File: config.mk
export PLATFORM = sky130hd
export DESIGN_NAME = vc_column_mul
export DESIGN_NICKNAME = d
export VERILOG_FILES = /design/src/rtl/vc_mul_pkg.sv /design/src/rtl/vc_pp_gen.sv /design/src/rtl/vc_col_sum.sv /design/src/rtl/vc_column_mul.sv
export SDC_FILE = /design/constraint.sdc
export NUM_CORES = 1
export LEC_CHECK = 0
export BUFFER_PORTS_ARGS = -buffer_cell sky130_fd_sc_hd__buf_2
export CAP_MARGIN = 5
export CORE_AREA = 2 2 39 41
export DETAILED_ROUTE_END_ITERATION = 8
export DIE_AREA = 0 0 41 43
export SYNTH_ARGS = -nofsm -noshare
export SYNTH_HDL_FRONTEND = slang
export SYNTH_SLANG_ARGS = --single-unit
File: constraint.sdc
create_clock -name vclk -period 5.95
set_input_delay 0.595 -clock vclk [all_inputs]
set_output_delay 0.595 -clock vclk [all_outputs]
set_load 0.01 [all_outputs]
File: src/rtl/vc_mul_pkg.sv
package vc_mul_pkg;

  // Width of one column sum. A column has at most n bit products, and the
  // incoming carry is at most n-1, so the sum stays below 2n.
  function automatic int col_sum_w(input int n);
    return $clog2(2 * n) + 1;
  endfunction

  // Number of column steps for an n x n product
  function automatic int col_steps(input int n);
    return 2 * n - 1;
  endfunction

endpackage

File: src/rtl/vc_pp_gen.sv
// Forms the bit products that belong to column K. Slot i carries a[i]&b[K-i]
// when that b index exists; all other slots are tied to zero.
module vc_pp_gen #(
  parameter int N = 4,
  parameter int K = 0
) (
  input  logic [N-1:0] a,
  input  logic [N-1:0] b,
  output logic [N-1:0] terms
);

  for (genvar i = 0; i < N; i++) begin : g_slot
    if ((K - i) >= 0 && (K - i) < N) begin : g_live
      assign terms[i] = a[i] & b[K-i];
    end else begin : g_dead
      assign terms[i] = 1'b0;
    end
  end

endmodule

File: src/rtl/vc_col_sum.sv
// Adds the bit products of one column to the incoming carry, then splits the
// sum into the result bit (its LSB) and the carry for the next column.
module vc_col_sum #(
  parameter int N     = 4,
  parameter int SUM_W = 4,
  localparam int CW   = SUM_W - 1
) (
  input  logic [N-1:0]  terms,
  input  logic [CW-1:0] carry_in,
  output logic          res_bit,
  output logic [CW-1:0] carry_out
);

  logic [SUM_W-1:0] acc;

  always_comb begin
    acc = {1'b0, carry_in};
    for (int i = 0; i < N; i++) begin
      acc = acc + {{(SUM_W-1){1'b0}}, terms[i]};
    end
  end

  assign res_bit   = acc[0];
  assign carry_out = acc[SUM_W-1:1];

endmodule

File: src/rtl/vc_column_mul.sv
module vc_column_mul #(
  parameter int N = 4
) (
  input  logic [N-1:0]   a,
  input  logic [N-1:0]   b,
  output logic [2*N-1:0] p
);

  localparam int SUM_W = vc_mul_pkg::col_sum_w(N);
  localparam int CW    = SUM_W - 1;
  localparam int STEPS = vc_mul_pkg::col_steps(N);

  // Slice k holds the carry entering column k; slice STEPS leaves the last one.
  logic [(STEPS+1)*CW-1:0] carry_flat;

  assign carry_flat[CW-1:0] = '0;

  for (genvar k = 0; k < STEPS; k++) begin : g_col
    logic [N-1:0] terms;

    vc_pp_gen #(
      .N (N),
      .K (k)
    ) u_pp (
      .a     (a),
      .b     (b),
      .terms (terms)
    );

    vc_col_sum #(
      .N     (N),
      .SUM_W (SUM_W)
    ) u_sum (
      .terms     (terms),
      .carry_in  (carry_flat[k*CW +: CW]),
      .res_bit   (p[k]),
      .carry_out (carry_flat[(k+1)*CW +: CW])
    );
  end

  // The final carry is at most 1 (upper bits are provably zero), so the
  // reduction OR equals its LSB and keeps every carry bit in use.
  assign p[2*N-1] = |carry_flat[STEPS*CW +: CW];

endmodule

## Yosys cells after proc, flatten, opt, wreduce, memory -nomap -nowiden

Index checks and enable logic that the tools add are counted.
Widths: inputs -> output; s select.

- Add/subtract/negate cells: 14
- Bitwise gates (word level): 16
- Reduce and logical (&&, ||, !) cells: 1

Operators with widths:

| operator | count |
|---|---|
| $add 4x1->4 | 8 |
| $add 3x1->4 | 4 |
| $and 1x1->1 | 16 |
| $add 1x1->2 | 2 |
| $reduce_or 3->1 | 1 |

- Register bits after elaboration: 0
- Input port bits: 8
- Output and inout port bits: 8

## Depth between registers and ports, before layout

Gate-level depths: netlist of the first run.

- Depth after elaboration: 16
- Gate-level depth with buffers: 18

## Hierarchy

Synthesis of the first run repeated with hierarchy kept, for this count alone.

- Cell total of the unflattened synthesis: 120
- Area total of the unflattened synthesis: 1019.7 sq um

Modules (own cells, without submodules):

| module | times used | cells an instance | area each (sq um) | sequential area each (sq um) |
|---|---|---|---|---|
| vc_col_sum | 7 | 12 | 113.9 | 0.0 |
| vc_pp_gen (g_col[0].u_pp ...) | 2 | 5 | 32.5 | 0.0 |
| vc_pp_gen (g_col[1].u_pp ...) | 2 | 5 | 31.3 | 0.0 |
| vc_pp_gen (g_col[2].u_pp ...) | 2 | 5 | 30.0 | 0.0 |
| vc_pp_gen (g_col[3].u_pp) | 1 | 4 | 25.0 | 0.0 |
| vc_column_mul | 1 | 2 | 10.0 | 0.0 |

## Worst setup path after synthesis of the first run

Ideal clock, no wire load.

- Kind: input -> output
- Start: input a[0]
- End: output p[6]
- Data arrival time: 5661 ps
- Data required time: 5355 ps
- Slack: -306 ps
- Cell stages on the path: 18
- Buffers on the path: 1
- Cell sequence: and2_1 ha_1 ha_1 fa_1 ha_1 fa_1 inv_1 fa_1 inv_1 fa_1 fa_1 ha_1 fa_1 inv_1 fa_1 fa_1 inv_1 buf_4

- Longest elaborated chain between the ends: 15
- Elaborated cells on any way between the ends: 17
- Classes of those cells: add/sub: 14; bitwise: 3

RTL lines:

| item | RTL line | source |
|---|---|---|
| from (decl) | vc_column_mul.sv:4 | `input logic [N-1:0] a,` |
| $and 1x1->1 | vc_pp_gen.sv:14 | `assign terms[i] = a[i] & b[K-i];` |
| $add 1x1->2 (2 in series) | vc_col_sum.sv:19 | `acc = acc + {{(SUM_W-1){1'b0}}, terms[i]};` |
| $add 4x1->4 (2 in series) | vc_col_sum.sv:19 |  |
| $add 3x1->4 (*) | vc_col_sum.sv:19 |  |
| $add 4x1->4 (*) (3 in series) | vc_col_sum.sv:19 |  |
| $add 3x1->4 (*) | vc_col_sum.sv:19 |  |
| $add 4x1->4 (*) (2 in series) | vc_col_sum.sv:19 |  |
| $add 3x1->4 (*) | vc_col_sum.sv:19 |  |
| $add 4x1->4 (*) | vc_col_sum.sv:19 |  |
| $add 3x1->4 (*) | vc_col_sum.sv:19 |  |
| to (decl) | vc_column_mul.sv:6 | `output logic [2*N-1:0] p` |

Every way passes the cells marked *; elsewhere a longest branch is shown, timed or not.

## Worst setup path after layout of the first run

- Start: input b[0]
- End: output p[6]

- Longest elaborated chain between the ends: 15
- Elaborated cells on any way between the ends: 17
- Classes of those cells: add/sub: 14; bitwise: 3

RTL lines:

| item | RTL line | source |
|---|---|---|
| from (decl) | vc_column_mul.sv:5 | `input logic [N-1:0] b,` |
| $and 1x1->1 | vc_pp_gen.sv:14 |  |
| $add 1x1->2 (2 in series) | vc_col_sum.sv:19 |  |
| $add 4x1->4 (2 in series) | vc_col_sum.sv:19 |  |
| $add 3x1->4 | vc_col_sum.sv:19 |  |
| $add 4x1->4 (2 in series) | vc_col_sum.sv:19 |  |
| $add 4x1->4 (*) | vc_col_sum.sv:19 |  |
| $add 3x1->4 (*) | vc_col_sum.sv:19 |  |
| $add 4x1->4 (*) (2 in series) | vc_col_sum.sv:19 |  |
| $add 3x1->4 (*) | vc_col_sum.sv:19 |  |
| $add 4x1->4 (*) | vc_col_sum.sv:19 |  |
| $add 3x1->4 (*) | vc_col_sum.sv:19 |  |

Marked as above.

==> flow_summary.ini, run 1 <==
[floorplanning]
die_area_sq_um = 1760
ios = 16
initial_utilization_pct = 27.5
die_x_um = 41
std_cell_rows = 14
die_h_um = 43
core_area_sq_um = 1380

[job]
max-cap-violations = 0

[synth]
yosysSeqAreaShare_pct = 0
synth.cell_area_sq_um = 380
synthCells = 43
synth_warnings = 0
syn-num-nets = 63
synth.distinct_cells = 6
postSynthAreaPerCell_sq_um = 8.85

[placement]
gp_congestion = 0.720
place_area_sq_um = 495
dp_hpwl_um = 578
portBuffers = 16

[global_route]
grt_remaining_overflow = 0
antenna_found_initial = 0
grt_pass1_wl_mm = 1.01
grt_pass1_vias = 277
grtUsageTotal_pct = 7.92
grt_max_degree = 5

[power]
ir_worst_vdd_mv = 0.0328
powerDensity_nw_per_um2 = 95.8
leakage_uw = 0.000281
p_total_uw = 51.8

[sta]
finalSetupViolCount = 0
worst_pin_slew_ps = 99.2
hold_violations = 0
fin_crit_sh_pct = 98.7
clock.fmax_ghz = 0.170
layout_min_cycle_time_ps = 5880
rsz0062_at_grt = yes
drv_slew = 0
max-slew-margin-rel_pct = 93.4

[final_layout]
antenna_cells = 0
fin_area_sq_um = 541
n_sequential_cell = 0
seq_area_sq_um = 0
multiInputGateArea_sq_um = 353
fin_nets = 80
area_delta_synth_final_pct = 42.1
mostFrequentLayoutCells = buf_2, and2_1, buf_4
fill_cells = 146
drive_above_1_share_pct = 60.3
final_common_cell = buf_2
clock_buffers = 0

[setup_path]
crit_type = input port to output port
end_kind = output port
crit_path_start_kind = input port
worstPathArrival_ps = 5280
required_ps = 5360
cp_max_fo = 2

[route]
drc_errors = 0
first_pass_iters = 1
drtIter0Drc = 0
avgViaCountPerCell = 3.88
detail_route.wl_per_cell_um = 8.74
vias = 287
antenna_left = 0
routed_wl_um = 647

[clocking]
postCtsSetupRepairBufs = 0
cts_hold_buf = 0

[status]
outcome = completed

[worst_hold_path]
hold_class = input port to output port
==> path summary, 6_finish.rpt <==
kind              from   end  slack (ps)  cells past startpoint
hold / removal    b[0]  p[0]        1580                      4
setup / recovery  b[0]  p[6]          70                     19
==> critical path: stages <==
cell and delay [ps]:
buf_6 90, and2_4 150, ha_4 160, ha_4 200
fa_2 350, ha_4 220, fa_1 500, inv_2 40
fa_2 320, inv_2 70, fa_1 400, fa_1 450
ha_2 190, fa_1 510, inv_2 40, fa_2 350
fa_1 480, inv_1 30, buf_2 120
==> per-stage QoR <==
step | setup WS [ps] | std cells | util, % | setup TNS (ps) | hold WS (ps)
after global placement | -212 | 74 | 35.8 | -310 | 1600
after floorplan | 7.55 | 43 | - | 0 | 1390
final | 74.5 | 74 | 39.1 | 0 | 1580
after CTS | -25.9 | 74 | 39.1 | -25.9 | 1590
after global routing | -45.9 | 74 | 39.1 | -45.9 | 1630
after detailed placement | -226 | 74 | 35.8 | -342 | 1600
==> timing repair <==
| action | in CTS | in global routing |
|---|---|---|
| endpoints found under the setup margin | 2 | 2 |
| pin swaps | 11 | 3 |
| gates resized for setup | 11 | 0 |
==> Yosys cell counts <==
| cell type | count | area, sq um |
|---|---|---|
| inv_1 | 8 | 30.0 |
| nand2_1 | 5 | 18.8 |
| buf_4 | 7 | 52.6 |
| and2_1 | 11 | 68.8 |
| ha_1 | 4 | 50.1 |
| fa_1 | 8 | 160 |
==> where the power goes <==
| group | leakage [uW] | total, uW | switching [uW] | internal [uW] |
|---|---|---|---|---|
| clock network | 0 | 0 | 0 | 0 |
| registers | 0 | 0 | 0 | 0 |
| logic | 0.000281 | 51.8 | 25.9 | 25.9 |
| total | 0.000281 | 51.8 | 25.9 | 25.9 |
==> per-layer routing <==
layer,share of wire (%),vias to the layer above,GRT usage [%],routed length (um)
li1,-,148,-,-
met1,40,130,9.67,262
met2,53,9,15.0,340
met3,6.6,0,0.524,43
met4,0,0,0,0
met5,0,-,0,0
==> kinds of logic (layout without fill, tap and decap cells) <==
kind of cell	count (synthesis)	in the layout	synth area share, %
simple gates	16	16	23.0
buf+inv	15	30	21.7
fa+ha+maj	12	12	55.3
==> area by class of cell <==
class / instances / area share (%)
timing repair buffer: 22 / 25.5
tap: 16 / 3.70
multi-input combinational: 28 / 65.3
inverter: 8 / 5.56
No activity file was read; power rests on OpenSTA's default activity.
==> run 2: changes to the inputs <==
- SETUP_SLACK_MARGIN: unset -> 0.5
==> run 2 against run 1 <==
Utilization shrank 0.63 points. Fmax decreased by 0.33%. Non-clock buffer count down 3. Critical path depth unchanged. Setup slack worse by 20 ps. Die area is the same. Critical path type unchanged. Largest cell class unchanged.
==> flow_summary.ini, run 2 (synthesis results as in run 1) <==
[final_layout]
n_sequential_cell = 0
antenna_cells = 0
clock_buffers = 0
drive_above_1_share_pct = 54.5
fin_nets = 77
final_common_cell = buf_2
mostFrequentLayoutCells = buf_2, and2_1, inv_1
area_delta_synth_final_pct = 39.8
fin_area_sq_um = 532
seq_area_sq_um = 0

[floorplanning]
die_h_um = 43
die_x_um = 41
initial_utilization_pct = 27.5
core_area_sq_um = 1380
std_cell_rows = 14
die_area_sq_um = 1760
ios = 16

[power]
ir_worst_vdd_mv = 0.0405
leakage_uw = 0.000271
p_int_uw = 25.9
switchingPower_uw = 25.9
powerDensity_nw_per_um2 = 97.3
combPwrFrac_pct = 100.0
p_sw_share_pct = 50.0
power_frac_seq_pct = 0
p_clk_share_pct = 0
p_total_uw = 51.7

[setup_path]
cp_max_fo = 3
crit_cells = 19
crit_path_start_kind = input port
cp_cell_sequence = buf_8 -> and2_4 -> ha_4 -> ha_4 -> fa_2 -> ha_4 -> fa_1 -> inv_1 -> fa_2 -> inv_2 -> fa_1 -> fa_1 -> ha_2 -> fa_1 -> inv_2 -> fa_2 -> fa_1 -> inv_1 -> buf_2
required_ps = 5360
critPathTopFamily = adder cells
cp-startpoint = a[0]
slowest_stage = fa_1
end_kind = output port
path_buf_inv = 6
endpoint = p[6]
max_stage_delay_ps = 510
critical_path.most_common_cell = fa_1
worstPathArrival_ps = 5300
crit_type = input port to output port

[route]
first_pass_iters = 2
drc_errors = 0
detail_route.wl_per_cell_um = 9.90
routed.top_layer = met3
drtIter0Drc = 1
met3_length_um = 43
vias = 279
wl_met2_um = 384
avgViaCountPerCell = 3.93
met1_length_um = 276
routed_wl_um = 703
antenna_left = 0

[placement]
portBuffers = 16
dp_hpwl_um = 675
place_area_sq_um = 495
gp_congestion = 0.691

[sta]
layout_min_cycle_time_ps = 5900
drv_slew = 0
finalSetupTns_ps = 0
fin_crit_sh_pct = 99.1
clock.fmax_ghz = 0.170
finalSetupViolCount = 0
rsz0062_at_grt = yes
max-slew-margin-rel_pct = 92.4
hold_violations = 0
worst_pin_slew_ps = 115

[global_route]
grt_max_degree = 5
grt_pass1_vias = 277
grt_pass1_wl_mm = 1.09
grtUsageTotal_pct = 8.70
antenna_found_initial = 0
grt_remaining_overflow = 0

[status]
outcome = completed

[worst_hold_path]
hold_class = input port to output port
hold_start = a[0]

[clocking]
cts_hold_buf = 0

[job]
max-cap-violations = 0
-- run 2: worst min-delay path by stage --
| stage | depth (start not counted) | endpoint | slack [ps] |
|---|---|---|---|
| after floorplan | 2 | p[0] | 1390 |
| after global placement | 3 | p[0] | 1540 |
| after detailed placement | 3 | p[0] | 1540 |
| after CTS | 4 | p[0] | 1580 |
| after global routing | 4 | p[0] | 1610 |
| final | 4 | p[0] | 1570 |
-- run 2: timing repair --
action,in CTS,in global routing
buffers inserted,1,0
pin swaps,2,1
setup endpoints to repair,3,3
resized for setup,5,2
endpoints found under the hold margin,0,0
-- run 2: area by class of cell --
class              instances  area (sq um)
fillers                  141           852
multi-input cells         28           350
repair buffers            19           131
inverters                  8          30.0
well taps                 16          20.0
-- run 2: worst min-delay path: stages --
cell and delay (ps):
buf_8 70, buf_4 90, and2_1 100, buf_2 120
-- run 2: metrics by stage --
stage / worst slack [ps] / utilization (%) / instances / hold WS, ps
6_report: 54.9 / 38.4 / 71 / 1570
5_1_grt: -83.8 / 38.4 / 71 / 1610
4_1_cts: 4.88 / 38.0 / 71 / 1580
2_1_floorplan: 245 / - / 43 / 1390
3_5_place_dp: -29.3 / 35.8 / 70 / 1540
3_3_place_gp: 13.1 / 35.8 / 70 / 1540
-- run 2: metal layers --
| metal | GRT usage [%] | vias up |
|---|---|---|
| li1 | - | 144 |
| met1 | 11.2 | 126 |
| met2 | 16.3 | 9 |
| met3 | 0 | 0 |
| met4 | 0 | 0 |
| met5 | 0 | - |
-- run 2: power by group through the flow --
stage	combinational (uW)	sequential [uW]	clock (uW)
global placement	48.4	0	0
finish	51.7	0	0
global route	59.5	0	0
CTS	52.8	0	0
detailed placement	50.5	0	0
floorplan	45.3	0	0
